==> src/rtl/fes_pkg.sv <==
package fes_pkg;

  // Widest line index carried in the strobe bundle (supports up to 16 lines).
  localparam int LINE_IDX_W = 4;

  // Strobes from the control FSM to the datapath.
  typedef struct packed {
    logic                  takeIrq;    // an interrupt is taken this cycle
    logic                  loadVec;    // capture the vector address
    logic                  vecIsReset; // current event is the reset event
    logic                  clrPend;    // retire the pending bit of lineIdx
    logic [LINE_IDX_W-1:0] lineIdx;    // line owning the current event
  } seqStrobe_t;

endpackage

==> src/rtl/fes_datapath.sv <==
module fes_datapath
  import fes_pkg::*;
#(
  parameter int              NUM_IRQ     = 3,
  parameter int              SYNC_STAGES = 2,
  parameter int              ADDR_W      = 16,
  parameter logic [ADDR_W-1:0] IRQ_VEC_TOP = 16'h1FFF,
  parameter logic [ADDR_W-1:0] RESET_VEC   = 16'h0FFC
) (
  input  logic               clk,
  input  logic               rstN,
  input  logic [NUM_IRQ-1:0] irqIn,
  input  logic [NUM_IRQ-1:0] irqEnable,
  input  logic               haltIn,
  input  seqStrobe_t         strobe,
  output logic [NUM_IRQ-1:0] eligible,
  output logic               haltMode,
  output logic [ADDR_W-1:0]  vecAddrQ
);

  localparam int LAST_STAGE = SYNC_STAGES - 1;

  logic [NUM_IRQ-1:0] syncQ [SYNC_STAGES];
  logic [NUM_IRQ-1:0] edgePrev;
  logic [NUM_IRQ-1:0] irqRise;
  logic [NUM_IRQ-1:0] pend;
  logic [NUM_IRQ-1:0] clrMask;
  logic               haltPrev;
  logic               haltRise;

  // Synchroniser chain for the asynchronous request lines.
  always_ff @(posedge clk or negedge rstN) begin
    if (!rstN) begin
      for (int s = 0; s < SYNC_STAGES; s++) syncQ[s] <= '0;
      edgePrev <= '0;
    end else begin
      syncQ[0] <= irqIn;
      for (int s = 1; s < SYNC_STAGES; s++) syncQ[s] <= syncQ[s-1];
      edgePrev <= syncQ[LAST_STAGE];
    end
  end

  assign irqRise = syncQ[LAST_STAGE] & ~edgePrev;

  // Pending latches, one per line.
  genvar gi;
  generate
    for (gi = 0; gi < NUM_IRQ; gi++) begin : g_line
      assign clrMask[gi] = strobe.clrPend && (strobe.lineIdx == LINE_IDX_W'(gi));

      always_ff @(posedge clk or negedge rstN) begin
        if (!rstN)            pend[gi] <= 1'b0;
        else if (irqRise[gi]) pend[gi] <= 1'b1;
        else if (clrMask[gi]) pend[gi] <= 1'b0;
      end

      // a pending line stays pending until its own vector load is acknowledged
      a_r8_pend_kept: assert property (@(posedge clk) disable iff (!rstN)
        (pend[gi] && !clrMask[gi]) |=> pend[gi]);
    end
  endgenerate

  assign eligible = pend & irqEnable;

  // Halt mode: entered on a rising halt edge, left when an interrupt is taken.
  assign haltRise = haltIn & ~haltPrev;

  always_ff @(posedge clk or negedge rstN) begin
    if (!rstN) begin
      haltPrev <= 1'b0;
      haltMode <= 1'b0;
    end else begin
      haltPrev <= haltIn;
      if (strobe.takeIrq)  haltMode <= 1'b0;
      else if (haltRise)   haltMode <= 1'b1;
    end
  end

  // halt mode only clears when an interrupt was taken
  a_r10_halt_exit: assert property (@(posedge clk) disable iff (!rstN)
    $fell(haltMode) |-> $past(strobe.takeIrq));

  // Vector address register.
  always_ff @(posedge clk or negedge rstN) begin
    if (!rstN)               vecAddrQ <= '0;
    else if (strobe.loadVec) vecAddrQ <= strobe.vecIsReset ? RESET_VEC
                                       : IRQ_VEC_TOP - ADDR_W'(strobe.lineIdx);
  end

endmodule

==> src/rtl/fes_control.sv <==
module fes_control
  import fes_pkg::*;
#(
  parameter int NUM_IRQ = 3
) (
  input  logic               clk,
  input  logic               rstN,
  input  logic [NUM_IRQ-1:0] eligible,
  input  logic               pushAck,
  input  logic               vecAck,
  output seqStrobe_t         strobe,
  output logic               pushReq,
  output logic               vecReq,
  output logic               busy
);

  typedef enum logic [1:0] {
    ST_RESET = 2'd0,
    ST_IDLE  = 2'd1,
    ST_PUSH  = 2'd2,
    ST_VEC   = 2'd3
  } seqState_t;

  seqState_t             state;
  logic                  srcReset;
  logic [LINE_IDX_W-1:0] lineQ;
  logic [LINE_IDX_W-1:0] pick;
  logic                  anyEligible;

  // Fixed priority: lowest index wins.
  always_comb begin
    pick = '0;
    for (int i = NUM_IRQ - 1; i >= 0; i--)
      if (eligible[i]) pick = LINE_IDX_W'(i);
  end

  assign anyEligible = |eligible;

  always_ff @(posedge clk or negedge rstN) begin
    if (!rstN) begin
      state    <= ST_RESET;
      srcReset <= 1'b1;
      lineQ    <= '0;
    end else begin
      unique case (state)
        ST_RESET: begin
          state    <= ST_PUSH;
          srcReset <= 1'b1;
        end
        ST_IDLE: if (anyEligible) begin
          state    <= ST_PUSH;
          srcReset <= 1'b0;
          lineQ    <= pick;
        end
        ST_PUSH: if (pushAck) state <= ST_VEC;
        ST_VEC:  if (vecAck)  state <= ST_IDLE;
        default: state <= ST_IDLE;
      endcase
    end
  end

  always_comb begin
    strobe            = '0;
    strobe.takeIrq    = (state == ST_IDLE) && anyEligible;
    strobe.loadVec    = (state == ST_PUSH) && pushAck;
    strobe.vecIsReset = srcReset;
    strobe.clrPend    = (state == ST_VEC) && vecAck && !srcReset;
    strobe.lineIdx    = lineQ;
  end

  assign pushReq = (state == ST_PUSH);
  assign vecReq  = (state == ST_VEC);
  assign busy    = (state != ST_IDLE);

  // push request held until acknowledged
  a_r6_push_hold: assert property (@(posedge clk) disable iff (!rstN)
    (pushReq && !pushAck) |=> pushReq);

  // acknowledged push is followed by a vector request
  a_r6_vec_follows: assert property (@(posedge clk) disable iff (!rstN)
    (pushReq && pushAck) |=> vecReq);

  // vector request held until acknowledged, then dropped
  a_r6_vec_hold: assert property (@(posedge clk) disable iff (!rstN)
    (vecReq && !vecAck) |=> vecReq);

  a_r6_vec_done: assert property (@(posedge clk) disable iff (!rstN)
    (vecReq && vecAck) |=> !vecReq);

  // the line of an interrupt dispatch is frozen for its duration
  a_r7_line_frozen: assert property (@(posedge clk) disable iff (!rstN)
    (vecReq && !srcReset) |-> $stable(lineQ));

endmodule

==> src/rtl/flow_event_seq.sv <==
module flow_event_seq #(
  parameter int          NUM_IRQ     = 3,
  parameter int          SYNC_STAGES = 2,
  parameter int          ADDR_W      = 16,
  parameter logic [15:0] IRQ_VEC_TOP = 16'h1FFF,
  parameter logic [15:0] RESET_VEC   = 16'h0FFC
) (
  input  logic               clk,
  input  logic               rstN,
  input  logic [NUM_IRQ-1:0] irqIn,
  input  logic [NUM_IRQ-1:0] irqEnable,
  input  logic               haltIn,
  input  logic               pushAck,
  input  logic               vecAck,
  output logic               pushReq,
  output logic               vecReq,
  output logic [ADDR_W-1:0]  vecAddr,
  output logic               insertNop,
  output logic               holdPc
);

  fes_pkg::seqStrobe_t strobe;
  logic [NUM_IRQ-1:0]  eligible;
  logic                haltMode;
  logic                busy;
  logic [ADDR_W-1:0]   vecAddrQ;

  fes_control #(.NUM_IRQ(NUM_IRQ)) i_ctrl (
    .clk      (clk),
    .rstN     (rstN),
    .eligible (eligible),
    .pushAck  (pushAck),
    .vecAck   (vecAck),
    .strobe   (strobe),
    .pushReq  (pushReq),
    .vecReq   (vecReq),
    .busy     (busy)
  );

  fes_datapath #(
    .NUM_IRQ     (NUM_IRQ),
    .SYNC_STAGES (SYNC_STAGES),
    .ADDR_W      (ADDR_W),
    .IRQ_VEC_TOP (ADDR_W'(IRQ_VEC_TOP)),
    .RESET_VEC   (ADDR_W'(RESET_VEC))
  ) i_dp (
    .clk       (clk),
    .rstN      (rstN),
    .irqIn     (irqIn),
    .irqEnable (irqEnable),
    .haltIn    (haltIn),
    .strobe    (strobe),
    .eligible  (eligible),
    .haltMode  (haltMode),
    .vecAddrQ  (vecAddrQ)
  );

  assign holdPc    = busy | haltMode;
  assign insertNop = busy | haltMode;
  assign vecAddr   = vecReq ? vecAddrQ : '0;

  // core is frozen during every dispatch phase
  a_r11_frozen_busy: assert property (@(posedge clk) disable iff (!rstN)
    (pushReq || vecReq) |-> (holdPc && insertNop));

  // the two requests are never raised together
  a_r6_exclusive: assert property (@(posedge clk) disable iff (!rstN)
    $onehot0({pushReq, vecReq}));

endmodule

==> config.mk <==
export PLATFORM = sky130hd
export DESIGN_NAME = flow_event_seq
export DESIGN_NICKNAME = d
export VERILOG_FILES = /design/src/rtl/fes_pkg.sv /design/src/rtl/fes_datapath.sv /design/src/rtl/fes_control.sv /design/src/rtl/flow_event_seq.sv
export SDC_FILE = /design/constraint.sdc
export NUM_CORES = 1
export LEC_CHECK = 0
export BUFFER_PORTS_ARGS = -buffer_cell sky130_fd_sc_hd__buf_4
export CAP_MARGIN = 40
export CORE_ASPECT_RATIO = 0.8
export CORE_UTILIZATION = 45
export CTS_CLUSTER_SIZE = 20
export DETAILED_ROUTE_END_ITERATION = 8
export HOLD_SLACK_MARGIN = 0.06
export PLACE_DENSITY = 0.73
export RECOVER_POWER = 100
export SYNTH_ARGS = -nofsm -noshare
export SYNTH_HDL_FRONTEND = slang
export SYNTH_SLANG_ARGS = --single-unit
==> constraint.sdc <==
create_clock -name clk -period 2.7 [get_ports clk]
set_clock_uncertainty 0.15 [all_clocks]
set_input_delay 0.54 -clock clk [delete_from_list [all_inputs] [get_ports clk]]
set_output_delay 0.54 -clock clk [all_outputs]
set_load 0.02 [all_outputs]
## Word-level counts from Yosys, hierarchy flattened

Index checks and enable logic that the tools add are counted.

- Flip-flop bits (word level): 37
- Output and inout bits: 20

- Equal/unequal tests: 9
- Bitwise operators: 6
- Multiplexer cells: 19
- $add $sub $neg: 1
- Reductions and logical operators: 19

Operator list:

| cell | count |
|---|---|
| 16-bit two-way mux | 2 |
| 13-bit by 4-bit subtractor with 14-bit output, first input constant | 1 |
| 2-bit nonzero test | 5 |
| 1-bit two-way mux | 9 |
| 2-bit two-way mux | 4 |
| 4-bit two-way mux | 2 |
| 2-bit one-hot mux with 4 select lines | 1 |
| 1-bit logical AND | 7 |
| 3-bit bitwise AND | 2 |
| 2-bit equality test, second input constant | 2 |
| 4-bit by 1-bit equality test with 1-bit output, second input constant | 1 |
| 4-bit by 2-bit equality test with 1-bit output, second input constant | 1 |
| 4-bit zero test | 1 |
| 2-bit by 1-bit != test with 1-bit output, second input constant | 2 |
| 2-bit != test, second input constant | 2 |
| 2-bit AND reduction | 2 |
| 3-bit inverter | 1 |
| 3-bit AND reduction | 1 |
| 3-bit OR reduction | 1 |
| 2-bit by 1-bit equality test with 1-bit output, second input constant | 1 |
| 2-bit zero test | 1 |
| 1-bit one-hot mux with 2 select lines | 1 |
| 1-bit bitwise AND | 1 |
| 1-bit zero test | 1 |
| 2 further kinds | 2 |

## Longest topological paths before layout

Gate-level depths: netlist of the first run.

- Word-level depth: 6
- Depth in mapped cells: 4

## Cells and area by module

A second synthesis of the first run with hierarchy kept.

- Cell total of the unflattened synthesis: 112
- Area total of the unflattened synthesis: 1192.4 sq um

By module, submodules not included:

| module | area an instance (sq um) | cells each | instances |
|---|---|---|---|
| fes_datapath | 763.2 | 61 | 1 |
| fes_control | 289.0 | 32 | 1 |
| flow_event_seq | 140.1 | 19 | 1 |

## Worst setup path before layout of the first run

Ideal clock, no wire load.

- Path type: register to output
- Start: register i_ctrl.state[1]
- End: output vecAddr[10]
- Path slack: 0.745 ns
- Data arrival time: 1.265 ns
- Required time: 2.010 ns
- Stages on the path, launching flop included: 4
- Path through: dfrtp_1 > clkbuf_1 > and3_1 > buf_4

- Longest elaborated chain between the ends: 2

RTL lines:

| element | RTL line | text |
|---|---|---|
| start, declared | fes_control.sv:24 | `seqState_t state;` |
| start signal, assigned | fes_control.sv:41 | `state <= ST_RESET;` |
| start signal, assigned | fes_control.sv:47 | `state <= ST_PUSH;` |
| start signal, assigned | fes_control.sv:51 | `state <= ST_PUSH;` |
| 2-bit equality test | fes_control.sv:72 | `assign vecReq = (state == ST_VEC);` |
| 16-bit two-way mux | flow_event_seq.sv:60 | `assign vecAddr = vecReq ? vecAddrQ : '0;` |
| end, declared | flow_event_seq.sv:17 | `output logic [ADDR_W-1:0] vecAddr,` |

No other way between the ends.

## Worst setup path in the final report of the first run

Same ends and word-level chain as after synthesis.

==> reports/results.tsv, run 1 <==
metric	value	unit
status	complete, no violations	
arrival	1.56	ns
clkLatencyLatePin	0.31	ns
synth_top_flop_cell	dfrtp_1	
wl_per_cell	12.6	um
grt_pass1_vias	620	
use_met3	5.38	%
nets	118	
ios	31	
period_share	83.2	%
yosys-top-cells-area	dfrtp_1 (58%), buf_4 (10%), o21ai_0 (5.2%), and3_1 (3.3%), nand2b_1 (3.3%)	
viasPerCell	5.08	
maxCapViolCount	0	
start_util	49.2	%
tightest_slew	1.18	ns
dr.pass1.iters	4	
cts_sinks	23	
finalNonFillerCells	130	
p_per_area	1120	nW/um^2
core_area	1940	sq um
post_cts_resize_count	0	
ir_drop	0.000489	V
async_reset_ff_share	100	%
fp.dieH	43.3	um
clockPowerShare	12.9	%
swShare	45.5	%
cp-end-kind	output pin	
numCtsBuffers	3	
drive_gt1_share	14.2	%
hp-class	input pin to flip-flop	
vias	661	
n_antenna_cell	0	
dp_cells	125	
synth_cell_type_count	22	
path_class	flip-flop to output pin	
io_buffers	27	
die-width	53.6	um
grt_pass1_wl	2640	um
syn_to_final_growth	10.8	%
synth.top_cell.area_share	57.5	%
antenna_found_initial	0	
cts_tree	done	
use_met1	19.3	%
p_leak	0.469	nW
syn_area	957	sq um
cp_cell_sequence	and3_1 -> clkbuf_1	
top_usage_layer	met2	
final_hold_viol_count	0	
avgSynthCellArea	11.0	sq um
drv_slew	0	
drc	0	
slew_headroom	21.5	%
worst-path-max-fanout	15	
intPower	0.000649	W
synth-edff-count	0	
rsz0062_at_grt	no	
fmaxAchievable	0.445	GHz
setup_viol	0	
seqPwrFrac	45.0	%
clockBufferDepth	2	
ant_nets	0	
overflow	0	
seq_area_frac_synth	60.3	%
grt.total_usage	16.3	%
fin_tns_setup	0	ns
grt_max_degree	24	
cts_root_buf	clkbuf_4	
grt_use_met2	28.2	%
p_comb_share	42.1	%
yosysWarnings	0	
ys_top_cells_by_count	dfrtp_1 (22), buf_4 (13), o21ai_0 (10)	
max_stage_delay	0.58	ns
crit_slowest_cell	dfrtp_1	
path_clk_slew	0.11	ns
yosys.area.top_type	dfrtp_1	
synth_cells	87	
dr.first_iter.drc_count	23	
place_congestion	0.748	
place_hpwl	1190	um
p_switching	0.000541	W
ys_ff_latch	23	
yosysMostFrequentCell	dfrtp_1	
die-area	2320	sq um
ctsHtreeMaxLevel	1	
fin_crit	2.25	ns
crit_required	2.01	ns
rows	14	
start_kind	flip-flop	
wl	1630	um
==> kinds of logic after synthesis <==
group / after synthesis / share of synthesized area [%]
compound gates: 20 / 12.7
buf+inv: 18 / 12.3
other cells: 1 / 0.392
flops: 23 / 60.3
simple gates: 25 / 14.4
==> what timing repair did <==
action / CTS / global route
setup buffers: 0 / 0
hold endpoints to repair: 22 / 0
hold buffers: 1 / 0
==> state kept, by name (all words and copies together) (netlist names) <==
| name | count |
|---|---|
| i_dp.haltMode | 1 |
| i_ctrl.state | 2 |
| i_ctrl.srcReset | 1 |
| i_dp.vecAddrQ | 4 |
| i_dp.syncQ | 6 |
| i_ctrl.lineQ | 2 |
| i_dp.haltPrev | 1 |
| i_dp.edgePrev | 3 |
| i_dp.pend | 3 |
==> critical path: cells and delay by family, from the launching register on <==
family	cells	cell delay (ns)
flip-flops	1	0.58
AND/OR/NAND/NOR	1	0.39
buffers and inverters	1	0.28
==> power groups by stage <==
stage	combinational [W]	clock, W	sequential [W]
4_1_cts	0.000622	0.000158	0.000534
3_3_place_gp	0.000600	0	0.000532
6_report	0.000501	0.000154	0.000535
2_1_floorplan	0.000513	0	0.000493
5_1_grt	0.000550	0.000171	0.000553
3_5_place_dp	0.000619	0	0.000540
==> final cells by class <==
class,instances,area [sq um]
Multi-Input combinational cell,48,270
Tap cell,24,30.0
Timing Repair Buffer,28,145
Fill cell,185,883
Sequential cell,23,577
Inverter,3,11.3
Clock inverter,1,5.00
Clock buffer,3,22.5
==> cell usage in the layout (no fill, tap or decap), drive strengths merged, types with 5 or more instances in the layout <==
master  synthesis  layout
and3            5       5
nand2           6       6
dfrtp          22      22
nand2b          5       5
clkbuf          1      25
buf            14       5
o21ai          10      10
==> per-stage QoR <==
stage                     total power, W  hold WS (ns)  worst slack (ns)  util [%]  area [sq um]
after floorplan                  0.00101        0.0944             0.745         -           965
after global placement           0.00113         0.186             0.928      56.1          1090
after detailed placement         0.00116         0.190             0.891      56.1          1090
after CTS                        0.00131         0.172             0.515      58.0          1130
after global routing             0.00127         0.176             0.357      54.6          1060
final                            0.00119         0.197             0.453      54.6          1060
==> per-layer routing <==
metal | part of all wire [%] | vias up
met5 | 0 | -
met4 | 0.55 | 0
met3 | 6.2 | 2
met2 | 52 | 20
met1 | 42 | 322
li1 | - | 317
==> path summary, 6_finish.rpt <==
kind,from,to,slack [ns],depth (start not counted)
min in group asynchronous,rstN,i_dp.syncQ[3]$_DFF_PN0_,0.82,2
hold / removal,irqIn[2],i_dp.syncQ[5]$_DFF_PN0_,0.20,1
max in group asynchronous,rstN,i_dp.syncQ[0]$_DFF_PN0_,0.88,2
setup reg to reg,i_dp.pend[0]$_DFFE_PN0P_,i_ctrl.srcReset$_DFFE_PN1P_,1.23,3
hold reg to reg,i_dp.syncQ[3]$_DFF_PN0_,i_dp.syncQ[0]$_DFF_PN0_,0.21,0
setup / recovery,i_ctrl.state[1]$_DFFE_PN0P_,vecAddr[10],0.45,2
No activity file was read; power rests on OpenSTA's default activity.
==> inputs of run 2 (changes only) <==
Settings changed: CORE_UTILIZATION 45 to 43.
Clock period 2.7 ns to 1.9 ns, I/O delays scaled along.
==> reports/results.tsv, run 2 (same netlist as run 1, synthesis figures left out) <==
metric	value	unit	change
status	complete, no violations		
total_power	0.00180	W	+52%
r2r_start	i_dp.pend[1]$_DFFE_PN0P_		
p_switching	0.000754	W	+39%
intPower	0.00105	W	+62%
slew_headroom	60.5	%	+39 points
drc	0		unchanged
drive_gt1_share	27.9	%	+14 points
drv_slew	0		unchanged
fillCellCount	191		+3.2%
rsz0062_at_grt	no		
antenna_found_initial	0		unchanged
place_hpwl	1140	um	-4.2%
path_class	flip-flop to output pin		
dp_slack	0.240	ns	-0.650 ns
fin_tns_setup	0	ns	unchanged
viasPerCell	4.73		-7.1%
clkLatencyLatePin	0.30	ns	about the same
regArea	579	sq um	+0.43%
p_leak	0.530	nW	+13%
dr.pass1.iters	4		unchanged
critPathCapture	vecAddr[2]		
maxCapViolCount	0		unchanged
max_stage_delay	0.49	ns	-0.09 ns
ctsHtreeMaxLevel	1		unchanged
die-area	2420	sq um	+4.5%
start_util	48.4	%	-0.87 points
fmaxAchievable	0.555	GHz	
cp-end-kind	output pin		
clockBufferDepth	2		unchanged
p_comb_share	46.3	%	+4.2 points
ios	31		unchanged
ant_nets	0		unchanged
dr.first_iter.drc_count	13		-43%
grt.total_usage	15.1	%	-1.1 points
setup_viol	0		unchanged
worst-path-max-fanout	15		unchanged
seqPwrFrac	42.1	%	-2.9 points
setup_ws	0.0986	ns	-0.354 ns
fin_crit	1.80	ns	
place_congestion	0.740		-0.99%
cp-startpoint	i_ctrl.state[1]$_DFFE_PN0P_		
numCtsBuffers	3		unchanged
nets	123		+4.2%
cts_sinks	23		unchanged
period_share	94.8	%	
placed_cell_area	1100	sq um	+0.69%
wl_met2	774	um	-8.3%
p_per_area	1570	nW/um^2	+40%
syn_to_final_growth	20.1	%	
stdcell_area	1150	sq um	+8.4%
arrival	1.27	ns	-0.29 ns
n_antenna_cell	0		unchanged
layout_commonest_cell	dfrtp_1		
top_regs	i_dp.syncQ x6, i_dp.vecAddrQ x4		
largest_register_ffs	6		unchanged
vias	638		-3.5%
wl_per_cell	11.2	um	-11%
rrSetupSlack	0.45	ns	-0.78 ns
r2r-end	i_ctrl.srcReset$_DFFE_PN1P_		
top_layer	met3		
clockPowerShare	11.6	%	-1.3 points
swShare	41.8	%	-3.7 points
crit_slowest_cell	dfrtp_2		
crit_required	1.37	ns	-0.64 ns
cp_cell_sequence	and3_2 -> buf_4		
grt_max_degree	24		unchanged
cts_tree	done		
crit_buf_inv	1		unchanged
crit_family	flip-flops		
min_path_cells	3		+2
start_kind	flip-flop		
die-width	54.8	um	+2.2%
grt_pass1_wl	2560	um	-2.9%
met3_length	63	um	-38%
path_clk_slew	0.11	ns	about the same
hp-class	input pin to flip-flop		
final_hold_viol_count	0		unchanged
overflow	0		unchanged
ir_drop	0.000776	V	+59%
rows	14		unchanged
wl_met1	678	um	-0.15%
layout_common_cells	dfrtp_1 (20), buf_4 (15), o21ai_0 (10), clkbuf_4 (7)		
r2r_cells	3		unchanged
wl	1520	um	-7.2%
cts_root_buf	clkbuf_4		
grt_pass1_vias	593		-4.4%
multi_input_area	272	sq um	+0.46%
holdWs	0.186	ns	-0.0116 ns
core_area	1980	sq um	+1.8%
tightest_slew	0.593	ns	-0.584 ns
fp.dieH	44.2	um	+2.2%
io_buffers	27		unchanged
regMostFlops	i_dp.syncQ		
cp_num_cells	2		unchanged
## run 2: cell count changes in the layout (fill, tap and decap cells not counted)
cell and change:
clkbuf_1 -12, dlygate4sd3_1 +4, and3_2 +1, dfrtp_2 +2
dfrtp_1 -2, buf_4 +10, clkbuf_2 +3, and3_1 -1
## run 2: per-layer routing
metal  track usage (%)  vias to the layer above
met1              18.2                      294
met4              3.08                        0
met3              5.15                        0
met5                 0                        -
met2              26.0                       15
li1                  -                      329
## run 2: repair_timing
item	CTS	global route
setup buffers	0	0
resized for setup	2	1
hold buffers	5	0
setup endpoints to repair	10	12
endpoints found under the hold margin	27	0
## run 2: power groups by stage
stage | logic (W) | clock network (W) | registers, W
after floorplan | 0.000729 | 0 | 0.000701
after global placement | 0.000866 | 0 | 0.000753
after detailed placement | 0.000885 | 0 | 0.000762
after CTS | 0.000900 | 0.000224 | 0.000753
after global routing | 0.000907 | 0.000246 | 0.000785
final | 0.000835 | 0.000210 | 0.000759
## run 2: final cells by class
type / instances / share of cell area (%)
clock inverter: 1 / 0.435
clock buffer: 3 / 1.96
timing repair buffer: 33 / 20.0
multi-input combinational: 48 / 23.6
sequential: 23 / 50.4
tap: 24 / 2.61
inverter: 3 / 0.979
## run 2: per-stage QoR
step                      instances  util, %
after floorplan                  89        -
after global placement          126     55.5
after detailed placement        126     55.5
after CTS                       135     59.5
after global routing            135     58.1
final                           135     58.1
## run 2: how the worst min path moves through the flow
| stage | end | slack, ns | from |
|---|---|---|---|
| after floorplan | i_ctrl.lineQ[0]$_DFFE_PN0P_ | -0.07 | rstN |
| after global placement | i_dp.syncQ[4]$_DFF_PN0_ | 0.13 | rstN |
| after detailed placement | i_dp.syncQ[4]$_DFF_PN0_ | 0.13 | rstN |
| after CTS | i_ctrl.state[0]$_DFFE_PN0P_ | 0.17 | pushAck |
| after global routing | i_ctrl.state[0]$_DFFE_PN0P_ | 0.21 | pushAck |
| final | i_ctrl.state[0]$_DFFE_PN0P_ | 0.19 | pushAck |
## run 2: worst reg2reg max path, stage by stage, from the launching register on
cell      delay [ns]
dfrtp_1         0.42
a222oi_1        0.59
o21ai_0         0.13
o21ai_0         0.09
